--- src/rtl/sector_fill_pkg.sv ---
package sector_fill_pkg;

  typedef enum logic [1:0] {
    MESI_I = 2'd0,
    MESI_S = 2'd1,
    MESI_E = 2'd2,
    MESI_M = 2'd3
  } mesi_e;

  typedef enum logic [1:0] {
    KIND_HIT     = 2'd0,
    KIND_TAGMISS = 2'd1,
    KIND_TAGHIT  = 2'd2
  } kind_e;

  // control -> datapath strobes
  typedef struct packed {
    logic latchReq;
    logic latchWay;
    logic installTag;
    logic touchLru;
    logic fillLine;
    logic flipLine;
    logic beatClr;
    logic beatInc;
  } fill_strobe_t;

endpackage

--- src/rtl/sector_fill_dp.sv ---
module sector_fill_dp
  import sector_fill_pkg::*;
#(
  parameter int ADDR_W = 32,
  parameter int SETS   = 16,
  parameter int BEAT_W = 64
) (
  input  logic                       clk,
  input  logic                       rstN,
  input  fill_strobe_t               stb,
  input  logic [ADDR_W-6:0]          reqLineAddr,
  input  logic                       reqPrefetch,
  input  logic                       memShared,
  input  logic [BEAT_W-1:0]          memBeatData,
  output logic                       tagMatch,
  output logic                       reqLineValid,
  output logic                       otherLineValid,
  output logic                       beatLast,
  output logic                       pfEn,
  output logic                       respWay,
  output logic [1:0]                 respState,
  output logic [ADDR_W-1:0]          memReqAddr,
  output logic [$clog2(SETS)-1:0]    dataSet,
  output logic                       dataWay,
  output logic                       dataLine,
  output logic [1:0]                 dataBeat,
  output logic [BEAT_W-1:0]          dataWdata
);

  localparam int OFF_W = 5;
  localparam int SET_W = $clog2(SETS);
  localparam int LA_W  = ADDR_W - OFF_W;
  localparam int TAG_W = LA_W - 1 - SET_W;
  localparam int WAYS  = 2;

  logic [TAG_W-1:0] tagArr   [SETS][WAYS];
  logic [1:0]       stateArr [SETS][WAYS][2];
  logic             lruArr   [SETS];

  logic [TAG_W-1:0] curTag;
  logic [SET_W-1:0] curSet;
  logic             curLine;
  logic             curWay;
  logic [1:0]       beatCnt;

  logic [WAYS-1:0]  sectorLive;
  logic [WAYS-1:0]  wayMatch;
  logic             matchWay;
  logic             lookWay;

  for (genvar w = 0; w < WAYS; w++) begin : g_way
    assign sectorLive[w] = (stateArr[curSet][w][0] != MESI_I) ||
                           (stateArr[curSet][w][1] != MESI_I);
    assign wayMatch[w]   = sectorLive[w] && (tagArr[curSet][w] == curTag);
  end

  assign tagMatch       = |wayMatch;
  assign matchWay       = wayMatch[1];
  assign lookWay        = tagMatch ? matchWay : lruArr[curSet];
  assign reqLineValid   = tagMatch && (stateArr[curSet][matchWay][curLine] != MESI_I);
  assign respWay        = lookWay;
  assign respState      = tagMatch ? stateArr[curSet][matchWay][curLine] : MESI_I;
  assign otherLineValid = stateArr[curSet][curWay][~curLine] != MESI_I;
  assign beatLast       = beatCnt == 2'd3;

  assign memReqAddr = {curTag, curSet, curLine, {OFF_W{1'b0}}};
  assign dataSet    = curSet;
  assign dataWay    = curWay;
  assign dataLine   = curLine;
  assign dataBeat   = beatCnt;
  assign dataWdata  = memBeatData;

  always_ff @(posedge clk) begin
    if (!rstN) begin
      for (int s = 0; s < SETS; s++) begin
        lruArr[s] <= 1'b0;
        for (int w = 0; w < WAYS; w++) begin
          tagArr[s][w]      <= '0;
          stateArr[s][w][0] <= MESI_I;
          stateArr[s][w][1] <= MESI_I;
        end
      end
      curTag  <= '0;
      curSet  <= '0;
      curLine <= 1'b0;
      curWay  <= 1'b0;
      pfEn    <= 1'b0;
      beatCnt <= 2'd0;
    end else begin
      if (stb.latchReq) begin
        curTag  <= reqLineAddr[LA_W-1 -: TAG_W];
        curSet  <= reqLineAddr[SET_W:1];
        curLine <= reqLineAddr[0];
        pfEn    <= reqPrefetch;
      end
      if (stb.latchWay) curWay <= lookWay;
      if (stb.installTag) begin
        tagArr[curSet][lookWay]      <= curTag;
        stateArr[curSet][lookWay][0] <= MESI_I;
        stateArr[curSet][lookWay][1] <= MESI_I;
      end
      if (stb.touchLru) lruArr[curSet] <= ~lookWay;
      if (stb.fillLine) begin
        stateArr[curSet][curWay][curLine] <= memShared ? MESI_S : MESI_E;
        lruArr[curSet] <= ~curWay;
      end
      if (stb.flipLine) curLine <= ~curLine;
      if (stb.beatClr)      beatCnt <= 2'd0;
      else if (stb.beatInc) beatCnt <= beatCnt + 2'd1;
    end
  end


  state_on_last_beat_chk: assert property (@(posedge clk) disable iff (!rstN)
    stb.fillLine |-> beatCnt == 2'd3);


  install_clears_sector_chk: assert property (@(posedge clk) disable iff (!rstN)
    stb.installTag |=> (stateArr[curSet][curWay][0] == MESI_I) &&
                       (stateArr[curSet][curWay][1] == MESI_I));


  lru_points_away_chk: assert property (@(posedge clk) disable iff (!rstN)
    stb.touchLru |=> lruArr[curSet] != curWay);

endmodule

--- src/rtl/sector_fill_ctl.sv ---
module sector_fill_ctl
  import sector_fill_pkg::*;
(
  input  logic         clk,
  input  logic         rstN,
  input  logic         reqValid,
  input  logic         memReqReady,
  input  logic         memBeatValid,
  input  logic         tagMatch,
  input  logic         reqLineValid,
  input  logic         otherLineValid,
  input  logic         beatLast,
  input  logic         pfEn,
  output logic         reqReady,
  output logic         respValid,
  output logic [1:0]   respKind,
  output logic         memReqValid,
  output logic         dataWe,
  output fill_strobe_t stb
);

  typedef enum logic [1:0] {ST_IDLE, ST_LOOK, ST_REQ, ST_BEAT} ctl_state_e;

  ctl_state_e curSt, nxtSt;
  logic       pfDone, pfDoneNxt;

  assign reqReady    = curSt == ST_IDLE;
  assign respValid   = curSt == ST_LOOK;
  assign memReqValid = curSt == ST_REQ;
  assign dataWe      = (curSt == ST_BEAT) && memBeatValid;

  always_comb begin
    nxtSt     = curSt;
    pfDoneNxt = pfDone;
    stb       = '0;
    respKind  = KIND_HIT;
    unique case (curSt)
      ST_IDLE: begin
        if (reqValid) begin
          stb.latchReq = 1'b1;
          nxtSt        = ST_LOOK;
        end
      end
      ST_LOOK: begin
        stb.latchWay = 1'b1;
        pfDoneNxt    = 1'b0;
        if (reqLineValid) begin
          respKind     = KIND_HIT;
          stb.touchLru = 1'b1;
          nxtSt        = ST_IDLE;
        end else if (tagMatch) begin
          respKind = KIND_TAGHIT;
          nxtSt    = ST_REQ;
        end else begin
          respKind       = KIND_TAGMISS;
          stb.installTag = 1'b1;
          nxtSt          = ST_REQ;
        end
      end
      ST_REQ: begin
        if (memReqReady) begin
          stb.beatClr = 1'b1;
          nxtSt       = ST_BEAT;
        end
      end
      ST_BEAT: begin
        if (memBeatValid) begin
          stb.beatInc = 1'b1;
          if (beatLast) begin
            stb.fillLine = 1'b1;
            if (pfEn && !pfDone && !otherLineValid) begin
              stb.flipLine = 1'b1;
              pfDoneNxt    = 1'b1;
              nxtSt        = ST_REQ;
            end else begin
              nxtSt = ST_IDLE;
            end
          end
        end
      end
      default: nxtSt = ST_IDLE;
    endcase
  end

  always_ff @(posedge clk) begin
    if (!rstN) begin
      curSt  <= ST_IDLE;
      pfDone <= 1'b0;
    end else begin
      curSt  <= nxtSt;
      pfDone <= pfDoneNxt;
    end
  end


  mem_req_hold_chk: assert property (@(posedge clk) disable iff (!rstN)
    memReqValid && !memReqReady |=> memReqValid);


  accept_then_report_chk: assert property (@(posedge clk) disable iff (!rstN)
    reqValid && reqReady |=> respValid);

endmodule

--- src/rtl/sectored_fill_unit.sv ---
module sectored_fill_unit
  import sector_fill_pkg::*;
#(
  parameter int ADDR_W = 32,
  parameter int SETS   = 16,
  parameter int BEAT_W = 64
) (
  input  logic                    clk,
  input  logic                    rstN,
  input  logic                    reqValid,
  input  logic [ADDR_W-6:0]       reqLineAddr,
  input  logic                    reqPrefetch,
  output logic                    reqReady,
  output logic                    respValid,
  output logic [1:0]              respKind,
  output logic                    respWay,
  output logic [1:0]              respState,
  output logic                    memReqValid,
  output logic [ADDR_W-1:0]       memReqAddr,
  input  logic                    memReqReady,
  input  logic                    memBeatValid,
  input  logic [BEAT_W-1:0]       memBeatData,
  input  logic                    memShared,
  output logic                    dataWe,
  output logic [$clog2(SETS)-1:0] dataSet,
  output logic                    dataWay,
  output logic                    dataLine,
  output logic [1:0]              dataBeat,
  output logic [BEAT_W-1:0]       dataWdata
);

  fill_strobe_t stb;
  logic tagMatch, reqLineValid, otherLineValid, beatLast, pfEn;

  sector_fill_ctl u_ctl (
    .clk            (clk),
    .rstN           (rstN),
    .reqValid       (reqValid),
    .memReqReady    (memReqReady),
    .memBeatValid   (memBeatValid),
    .tagMatch       (tagMatch),
    .reqLineValid   (reqLineValid),
    .otherLineValid (otherLineValid),
    .beatLast       (beatLast),
    .pfEn           (pfEn),
    .reqReady       (reqReady),
    .respValid      (respValid),
    .respKind       (respKind),
    .memReqValid    (memReqValid),
    .dataWe         (dataWe),
    .stb            (stb)
  );

  sector_fill_dp #(
    .ADDR_W (ADDR_W),
    .SETS   (SETS),
    .BEAT_W (BEAT_W)
  ) u_dp (
    .clk            (clk),
    .rstN           (rstN),
    .stb            (stb),
    .reqLineAddr    (reqLineAddr),
    .reqPrefetch    (reqPrefetch),
    .memShared      (memShared),
    .memBeatData    (memBeatData),
    .tagMatch       (tagMatch),
    .reqLineValid   (reqLineValid),
    .otherLineValid (otherLineValid),
    .beatLast       (beatLast),
    .pfEn           (pfEn),
    .respWay        (respWay),
    .respState      (respState),
    .memReqAddr     (memReqAddr),
    .dataSet        (dataSet),
    .dataWay        (dataWay),
    .dataLine       (dataLine),
    .dataBeat       (dataBeat),
    .dataWdata      (dataWdata)
  );

endmodule

--- config.mk ---
export PLATFORM = sky130hd
export DESIGN_NAME = sectored_fill_unit
export DESIGN_NICKNAME = d
export VERILOG_FILES = /design/src/rtl/sector_fill_pkg.sv /design/src/rtl/sector_fill_dp.sv /design/src/rtl/sector_fill_ctl.sv /design/src/rtl/sectored_fill_unit.sv
export SDC_FILE = /design/constraint.sdc
export NUM_CORES = 1
export LEC_CHECK = 0
export CORE_ASPECT_RATIO = 0.9
export CORE_MARGIN = 10
export CORE_UTILIZATION = 60
export CTS_CLUSTER_DIAMETER = 120
export DETAILED_ROUTE_END_ITERATION = 8
export PLACE_DENSITY = 0.8
export SLEW_MARGIN = 5
export SYNTH_ARGS = -nofsm -noshare
export SYNTH_HDL_FRONTEND = slang
export SYNTH_SLANG_ARGS = --single-unit
--- constraint.sdc ---
create_clock -name clk -period 14.3 [get_ports clk]
set_clock_uncertainty 0.1 [all_clocks]
set_input_delay 2.86 -clock clk [delete_from_list [all_inputs] [get_ports clk]]
set_output_delay 2.86 -clock clk [all_outputs]
set_load 0.01 [all_outputs]
==> impl_results.md, run 1 <==
- Vias per std cell: between 6 and 7
- Drt wl/cell: 28.71 um
- Seq cells post-synth: 886
- Die span in x: approximately 300 um
- Final WL: ~110 mm
- Share of cells above drive strength 1: between 10% and 20%
- Adder-cell share of the synthesized area: less than 1%
- CTS root buf: clkbuf_16
- Final Wtd Congestion: between 0.8 and 0.9
- FMAX: 0.09815 GHz
- IO buf count: 77
- Largest family of logic cells by synthesized area: simple AND/OR/NAND/NOR gates
- Mapped Area: 42,480 um^2
- Number of global-route vias before repair: 26,303
- Post-synth EDFFs: roughly 830
- Row count: 92
- Startpoint Class: register
- Routed Antenna Nets: 0
- FILL cells: 4,647
- Internal power: 0.004483 W
- Final Critical Period: slightly above 10 ns
- Crit Path Max Fanout: between 100 and 150
- Max_cap viols: 0
- Final hold violation count: 0
- Yosys cell types: 78
- Status: completed
- Iter 0 DRT Violations: 3,683
- RSZ-0062 raised after global routing: no
- Power per cell area: ~130 nW/um^2
- Die area: 81,860 um^2
- Initial antenna violation count: 0
- Class of the worst hold path: reg2reg
- First-pass GRT wire length: 168.3 mm
- Sequential Area: 26,080 um^2
- CTS tree: yes
- Leak pwr: approximately 16 nW
- Crit Path Category: reg2out
- Worst path arrival time: 7.23 ns
- Gate power share: 10.0%
- Post-synthesis compound-gate area fraction: 2.848%
- CP Capture Type: primary output
- H-tree Lvls: 3
- Worst slew margin: 15.31%
- Fraction of synthesized area in multiplexers: 13.75%
- Worst-Margin Slew: 1.266 ns
- Reg clk slew, reported paths: 0.06 ns
- IR drop worst, VDD: 0.09034 mV
- CTS Hold Bufs: 0
- Post-route DRC: 0
- Largest net degree at the start of global routing: 102
- Detail Placement HPWL: 65.53 mm
- Die height: 272.4 um
- Post-CTS setup buffer count: 0
- Min-delay src: u_dp.pfEn
- Syn Inst Count: 3,033
- Top FF cell, synth: edfxtp_1
- Setup violations, final: 0
- Switching Power: 0.001403 W
- Sequential Power Share: about half
- Clk_lat worst skew: 0.65 ns
- Post-CTS Resized: 0
- Switching Share: 23.84%
- Syn Area/Cell: 14.01 um^2
- Final TNS setup: 0 ns
- Simple-Gate Fraction of Synth Area: 15.60%
- Yosys warns: 0
- Clk pwr share: 39.5%
- Ys async rst share: 0%
- GRT Total Usage: 27.56%
- Slew Viols, Final: 0
- First-pass DRT Iterations: 6
- IO Pins: 211
- Final net count: 3,040
- Multi-input logic area: 14,440 um^2
- Bufs on Longest Clock Path: 3
- Area Overhead vs Synth: 8.850%
- XOR/XNOR Fraction of Synth Area: 1.423%
- Routed vias: 25,813
- CTS Buf Count: 88
- Initial Util: 60.60%
- Total congestion overflow: 0
- Tcrit/Tclk final: 71.25%
- Tightest hold margin: 0.3788 ns
- CTS sink cnt: 886
- Core area: approximately 70,000 um^2
- Worst EP required: 11.34 ns
- Sequential area share after synthesis: between 60% and 70%
[worst paths after layout]
| path | to | slack, ns | cells past startpoint |
|---|---|---|---|
| worst max-delay path | respKind[1] | 4.11 | 13 |
| worst min-delay path | u_dp.pfEn | 0.38 | 2 |
| worst min register to register | u_dp.pfEn | 0.38 | 2 |
| worst max register to register | u_dp.stateArr[10][4] | 6.36 | 13 |
[cells by family (layout without fill, tap and decap cells)]
group | Yosys count | in the layout
compound gates | 174 | 174
other cells | 1 | 6
buf+inv | 382 | 361
fa+ha+maj | 1 | 1
xor+xnor | 69 | 69
simple gates | 1202 | 1202
flops | 886 | 886
mux | 318 | 318
[routing by layer]
| layer | up-vias | track usage [%] | share of wire, % |
|---|---|---|---|
| met5 | - | 0 | 0 |
| met4 | 0 | 11.68 | 4.2 |
| li1 | 10638 | - | - |
| met1 | 12952 | 35.84 | 36 |
| met2 | 1873 | 44.00 | 48 |
| met3 | 350 | 6.804 | 13 |
[metrics by stage]
stage | std cells | setup slack [ns] | cell area [um^2] | power (W) | utilization [%]
finish | 3957 | 4.111 | 46240 | 0.005886 | 65.97
global route | 3956 | 3.695 | 46240 | 0.006036 | 65.96
CTS | 3956 | 4.041 | 46240 | 0.005884 | 65.96
detailed placement | 3791 | 4.748 | 43350 | 0.003603 | 61.83
global placement | 3791 | 4.809 | 43350 | 0.003578 | 61.83
floorplan | 3037 | 7.285 | 42500 | 0.003424 | -
[synth_stat cells, types with 26 or more instances]
master	n	share of area, %
clkbuf_1	203	1.8
and2_1	728	11
nand2_1	96	0.85
buf_4	100	1.8
mux2i_1	111	2.6
a21boi_0	29	0.51
buf_2	28	0.33
xor2_1	33	0.68
and3_1	26	0.38
nor2_1	269	2.4
xnor2_1	36	0.74
mux4_1	33	2.0
dfxtp_1	54	2.5
edfxtp_1	832	59
o21ai_0	55	0.65
mux4_2	168	8.9
[cell type report]
cell class                 count  share of cell area [%]
clock inverter                39                  0.9172
sequential                   886                   56.40
multi-input combinational   1769                   31.22
tap                          940                   2.543
clock buffer                 126                   5.344
timing repair buffer         191                   3.539
antenna                        1                0.005411
inverter                       5                 0.04059
[power by group through the flow]
stage | Combinational (W) | Clock (W) | Sequential [W]
finish | 0.000589 | 0.00232 | 0.00297
global route | 0.000617 | 0.00244 | 0.00298
CTS | 0.000579 | 0.00233 | 0.00297
detailed placement | 0.000576 | 0 | 0.00303
global placement | 0.000560 | 0 | 0.00302
floorplan | 0.000422 | 0 | 0.00300
[sequential cells by signal, indices dropped and copies added, names as in the netlist, named ones only]
name / flops
u_dp.tagArr: 704
u_dp.dataLine: 1
u_dp.dataBeat: 2
u_dp.curTag: 22
u_ctl.pfDone: 1
u_dp.dataWay: 1
u_dp.lruArr: 16
u_dp.pfEn: 1
u_ctl.curSt: 2
u_dp.stateArr: 128
u_dp.dataSet: 4
[layout by cell type (no fill, tap or decap), drive strengths merged, types with 12 or more instances in the layout]
| master | netlist | layout |
|---|---|---|
| o22ai | 19 | 19 |
| a21boi | 29 | 29 |
| mux4 | 202 | 202 |
| a21oi | 17 | 17 |
| nand2 | 96 | 96 |
| a22oi | 22 | 22 |
| and3 | 33 | 33 |
| clkdlybuf4s50 | 0 | 76 |
| xnor2 | 36 | 36 |
| nand3 | 17 | 17 |
| nor3 | 12 | 12 |
| clkbuf | 207 | 126 |
| clkinv | 0 | 28 |
| mux2i | 111 | 111 |
| xor2 | 33 | 33 |
| edfxtp | 832 | 832 |
| and2 | 729 | 729 |
| dfxtp | 54 | 54 |
| nor2 | 270 | 270 |
| o21ai | 55 | 55 |
| buf | 169 | 115 |
[critical path: stages, from the launching register on]
cell and delay (ns):
dfxtp_4 0.80, buf_4 0.78, buf_12 0.59, mux4_2 0.38
a22oi_1 0.10, nand2_1 0.16, nor2_1 0.08, a2111o_1 0.43
or4_4 0.53, nor2_2 0.55, o211ai_1 0.21, or4b_1 0.86
nor3_1 0.23, clkdlybuf4s50_1 0.59
(Power assumes the default switching activity.)
==> run 2, diff against run 1 <==
--- a/config.mk
+++ b/config.mk
@@ -7,10 +7,10 @@
 export LEC_CHECK = 0
 export CORE_ASPECT_RATIO = 0.9
 export CORE_MARGIN = 10
-export CORE_UTILIZATION = 60
+export CORE_UTILIZATION = 55
 export CTS_CLUSTER_DIAMETER = 120
 export DETAILED_ROUTE_END_ITERATION = 8
-export PLACE_DENSITY = 0.8
+export PLACE_DENSITY = 0.77
 export SLEW_MARGIN = 5
 export SYNTH_ARGS = -nofsm -noshare
 export SYNTH_HDL_FRONTEND = slang
==> constraint.sdc (replaced) <==
create_clock -name clk -period 9.1 [get_ports clk]
set_clock_uncertainty 0.1 [all_clocks]
set_input_delay 1.82 -clock clk [delete_from_list [all_inputs] [get_ports clk]]
set_output_delay 1.82 -clock clk [all_outputs]
set_load 0.01 [all_outputs]
==> run 2 against run 1 <==
Net effect: first-iteration DRC count down 4.3%; non-clock buffer count down 6; highest routed layer is now met5; clock-buffer cell count decreased by 1; sequential power increased by 59%; cell area grew 0.37%; clock power is 61% higher; worst setup slack worse by 3.8 ns.
==> impl_results.md, run 2 (synthesis gave the netlist of run 1 again) <==
- Status: completed
- CTS sink cnt: 886 (unchanged)
- CP Capture Type: primary output
- Tightest hold margin: 0.3977 ns (+0.01890 ns)
- IR drop worst, VDD: 0.1898 mV (+110%)
- CTS Hold Bufs: 0 (unchanged)
- First-pass GRT wire length: 170.1 mm (+1.1%)
- Power per cell area: 201.3 nW/um^2 (+58%)
- Sink of the worst hold path: u_dp.lruArr[15]
- Core area: 76,390 um^2 (+9.0%)
- Final TNS setup: 0 ns (unchanged)
- Final Wtd Congestion: 0.9019 (+4.0%)
- Reg clk slew, reported paths: 0.06 ns (about the same)
- H-tree Lvls: 3 (unchanged)
- CP top delay family: simple AND/OR/NAND/NOR gates
- CTS root buf: clkbuf_16
- Worst path arrival time: 6.84 ns (-0.39 ns)
- Largest register FFs: 704 (unchanged)
- GRT Total Usage: 25.52% (-2.0 points)
- Startpoint Class: register
- Number of global-route vias before repair: 25,902 (-1.5%)
- IO Pins: 211 (unchanged)
- Detail Placement HPWL: 68.38 mm (+4.3%)
- Crit Path Max Fanout: 57 (-44%)
- Slowest-stage cell, CP: dfxtp_4
- Area Overhead vs Synth: 9.248%
- Most common cell after layout, fill and taps aside: edfxtp_1
- Row count: 96 (+4.3%)
- Bufs on Longest Clock Path: 3 (unchanged)
- Cells on worst reg2reg path: 12 (-1)
- Leak pwr: 16.31 nW (about the same)
- Post-route DRC: 0 (unchanged)
- Routed vias: 25,689 (-0.48%)
- Sequential Area: 26,080 um^2 (about the same)
- IO buf count: 77 (unchanged)
- Most common cell on crit path: mux2i_1
- Most frequent cells in the layout: edfxtp_1 (832), and2_1 (728), nor2_1 (261), mux4_2 (168), mux2i_1 (111)
- Tcrit/Tclk final: a little over nine tenths
- Max_cap viols: 0 (unchanged)
- Total congestion overflow: 0 (unchanged)
- Setup violations, final: 0 (unchanged)
- Worst slew margin: 19.85% (+4.5 points)
- CTS tree: yes
- Hold path depth: 2 (unchanged)
- Clk_lat worst skew: 0.67 ns (+0.02 ns)
- Iter 0 DRT Violations: 3,525 (-4.3%)
- Class of the worst hold path: reg2reg
- Initial antenna violation count: 3 (+3)
- Post-CTS setup buffer count: 0 (unchanged)
- Crit Path Category: reg2out
- FMAX: 0.1142 GHz
- Dpl cells: 3,874 (+2.2%)
- Drt wl/cell: 28.54 um (-0.60%)
- Terminus of the critical flop-to-flop path: u_dp.stateArr[8][4]
- Overall power: 0.009343 W (+59%)
- Die area: 88,770 um^2 (+8.4%)
- Max stage delay on crit path: 1.00 ns (+0.14 ns)
- Largest regs: u_dp.tagArr: 704 flops, u_dp.stateArr: 128 flops, u_dp.curTag: 22 flops
- Antenna Cells: 0 (-1)
- Post-CTS Resized: 0 (unchanged)
- First-pass DRT Iterations: 6 (unchanged)
- Min-delay src: u_dp.lruArr[15]
- Top reg by flops: u_dp.tagArr
- Final Critical Period: 8.759 ns
- Worst EP required: 7.18 ns (-4.16 ns)
- Final std cells w/o fill: 4,039 (+2.1%)
- Share of cells above drive strength 1: 16.18% (+0.33 points)
- Final WL: 115.3 mm (+1.5%)
- Worst-Margin Slew: 1.201 ns (-0.06476 ns)
- Routed Antenna Nets: 0 (unchanged)
- Crit-path cells: buf_4, mux4_2, mux2i_1, mux2i_1, xor2_1, or4_1, or3b_1, nor2_2, o211ai_1, or4b_1, nor3_1, clkdlybuf4s50_1
- CTS Buf Count: 89 (+1.1%)
- Final net count: 3,035 (-0.16%)
- Multi-input logic area: 14,460 um^2 (+0.14%)
- Crit path buffers/inverters: 2 (-1)
- FILL cells: 5,598 (+20%)
- Vias per std cell: 6.360 (-2.5%)
- R2R Setup Slk: 1.88 ns (-4.48 ns)
- RSZ-0062 raised after global routing: no
- Initial Util: 55.61% (-5.0 points)
- Die height: 283.7 um (+4.1%)
- Final hold violation count: 0 (unchanged)
- Slew Viols, Final: 0 (unchanged)
- Die span in x: 313.0 um (+4.2%)
- Largest net degree at the start of global routing: 89 (-13%)
==> run 2: changes by cell type in the layout (fill, tap and decap cells not counted), sizes merged <==
cell      delta
buf          -6
clkinvlp     +2
inv          -2
clkbuf       -1
clkinv       +1
diode        -1
==> run 2: worst max path at each step <==
stage / start / to / slack (ns) / cells past startpoint
2_1_floorplan: register / respKind[1] / 3.13 / 17
5_1_grt: register / respKind[1] / 0.1 / 12
6_report: register / respKind[1] / 0.34 / 12
3_3_place_gp: register / respKind[1] / 1.26 / 12
3_5_place_dp: register / respKind[1] / 1.20 / 12
4_1_cts: register / respKind[1] / 0.44 / 12
==> run 2: metrics by stage <==
step	utilization, %	area [um^2]	setup slack [ns]
after floorplan	-	42500	3.125
after global placement	56.87	43450	1.264
after detailed placement	56.87	43450	1.196
after CTS	60.75	46410	0.4443
after global routing	60.75	46410	0.09997
final	60.75	46410	0.3414
==> run 2: area by class of cell <==
class                      count  area share, %
timing repair buffer         185          3.456
multi-input combinational   1769          31.15
clock inverter                40         0.9031
inverter                       5        0.04044
tap                         1029          2.774
sequential                   886          56.19
clock buffer                 125          5.489
==> run 2: worst min-delay path: cells and delay by family (launching register included) <==
kind            cells  cell delay (ns)
flops               1             0.31
compound gates      2             0.15
==> run 2: power breakdown <==
group	leakage [nW]	internal (W)	total (W)	switching, W
Clock	1.45	0.00216	0.00373	0.00158
Combinational	5.89	0.000349	0.000903	0.000553
Sequential	8.97	0.00459	0.00471	0.000115
==> run 2: per-layer routing <==
metal	part of all wire (%)	global-route usage, %	vias up
met5	0.011	0	-
met4	4.6	11.11	2
met2	47	40.02	1775
met1	36	33.83	12957
met3	12	5.961	326
li1	-	-	10629
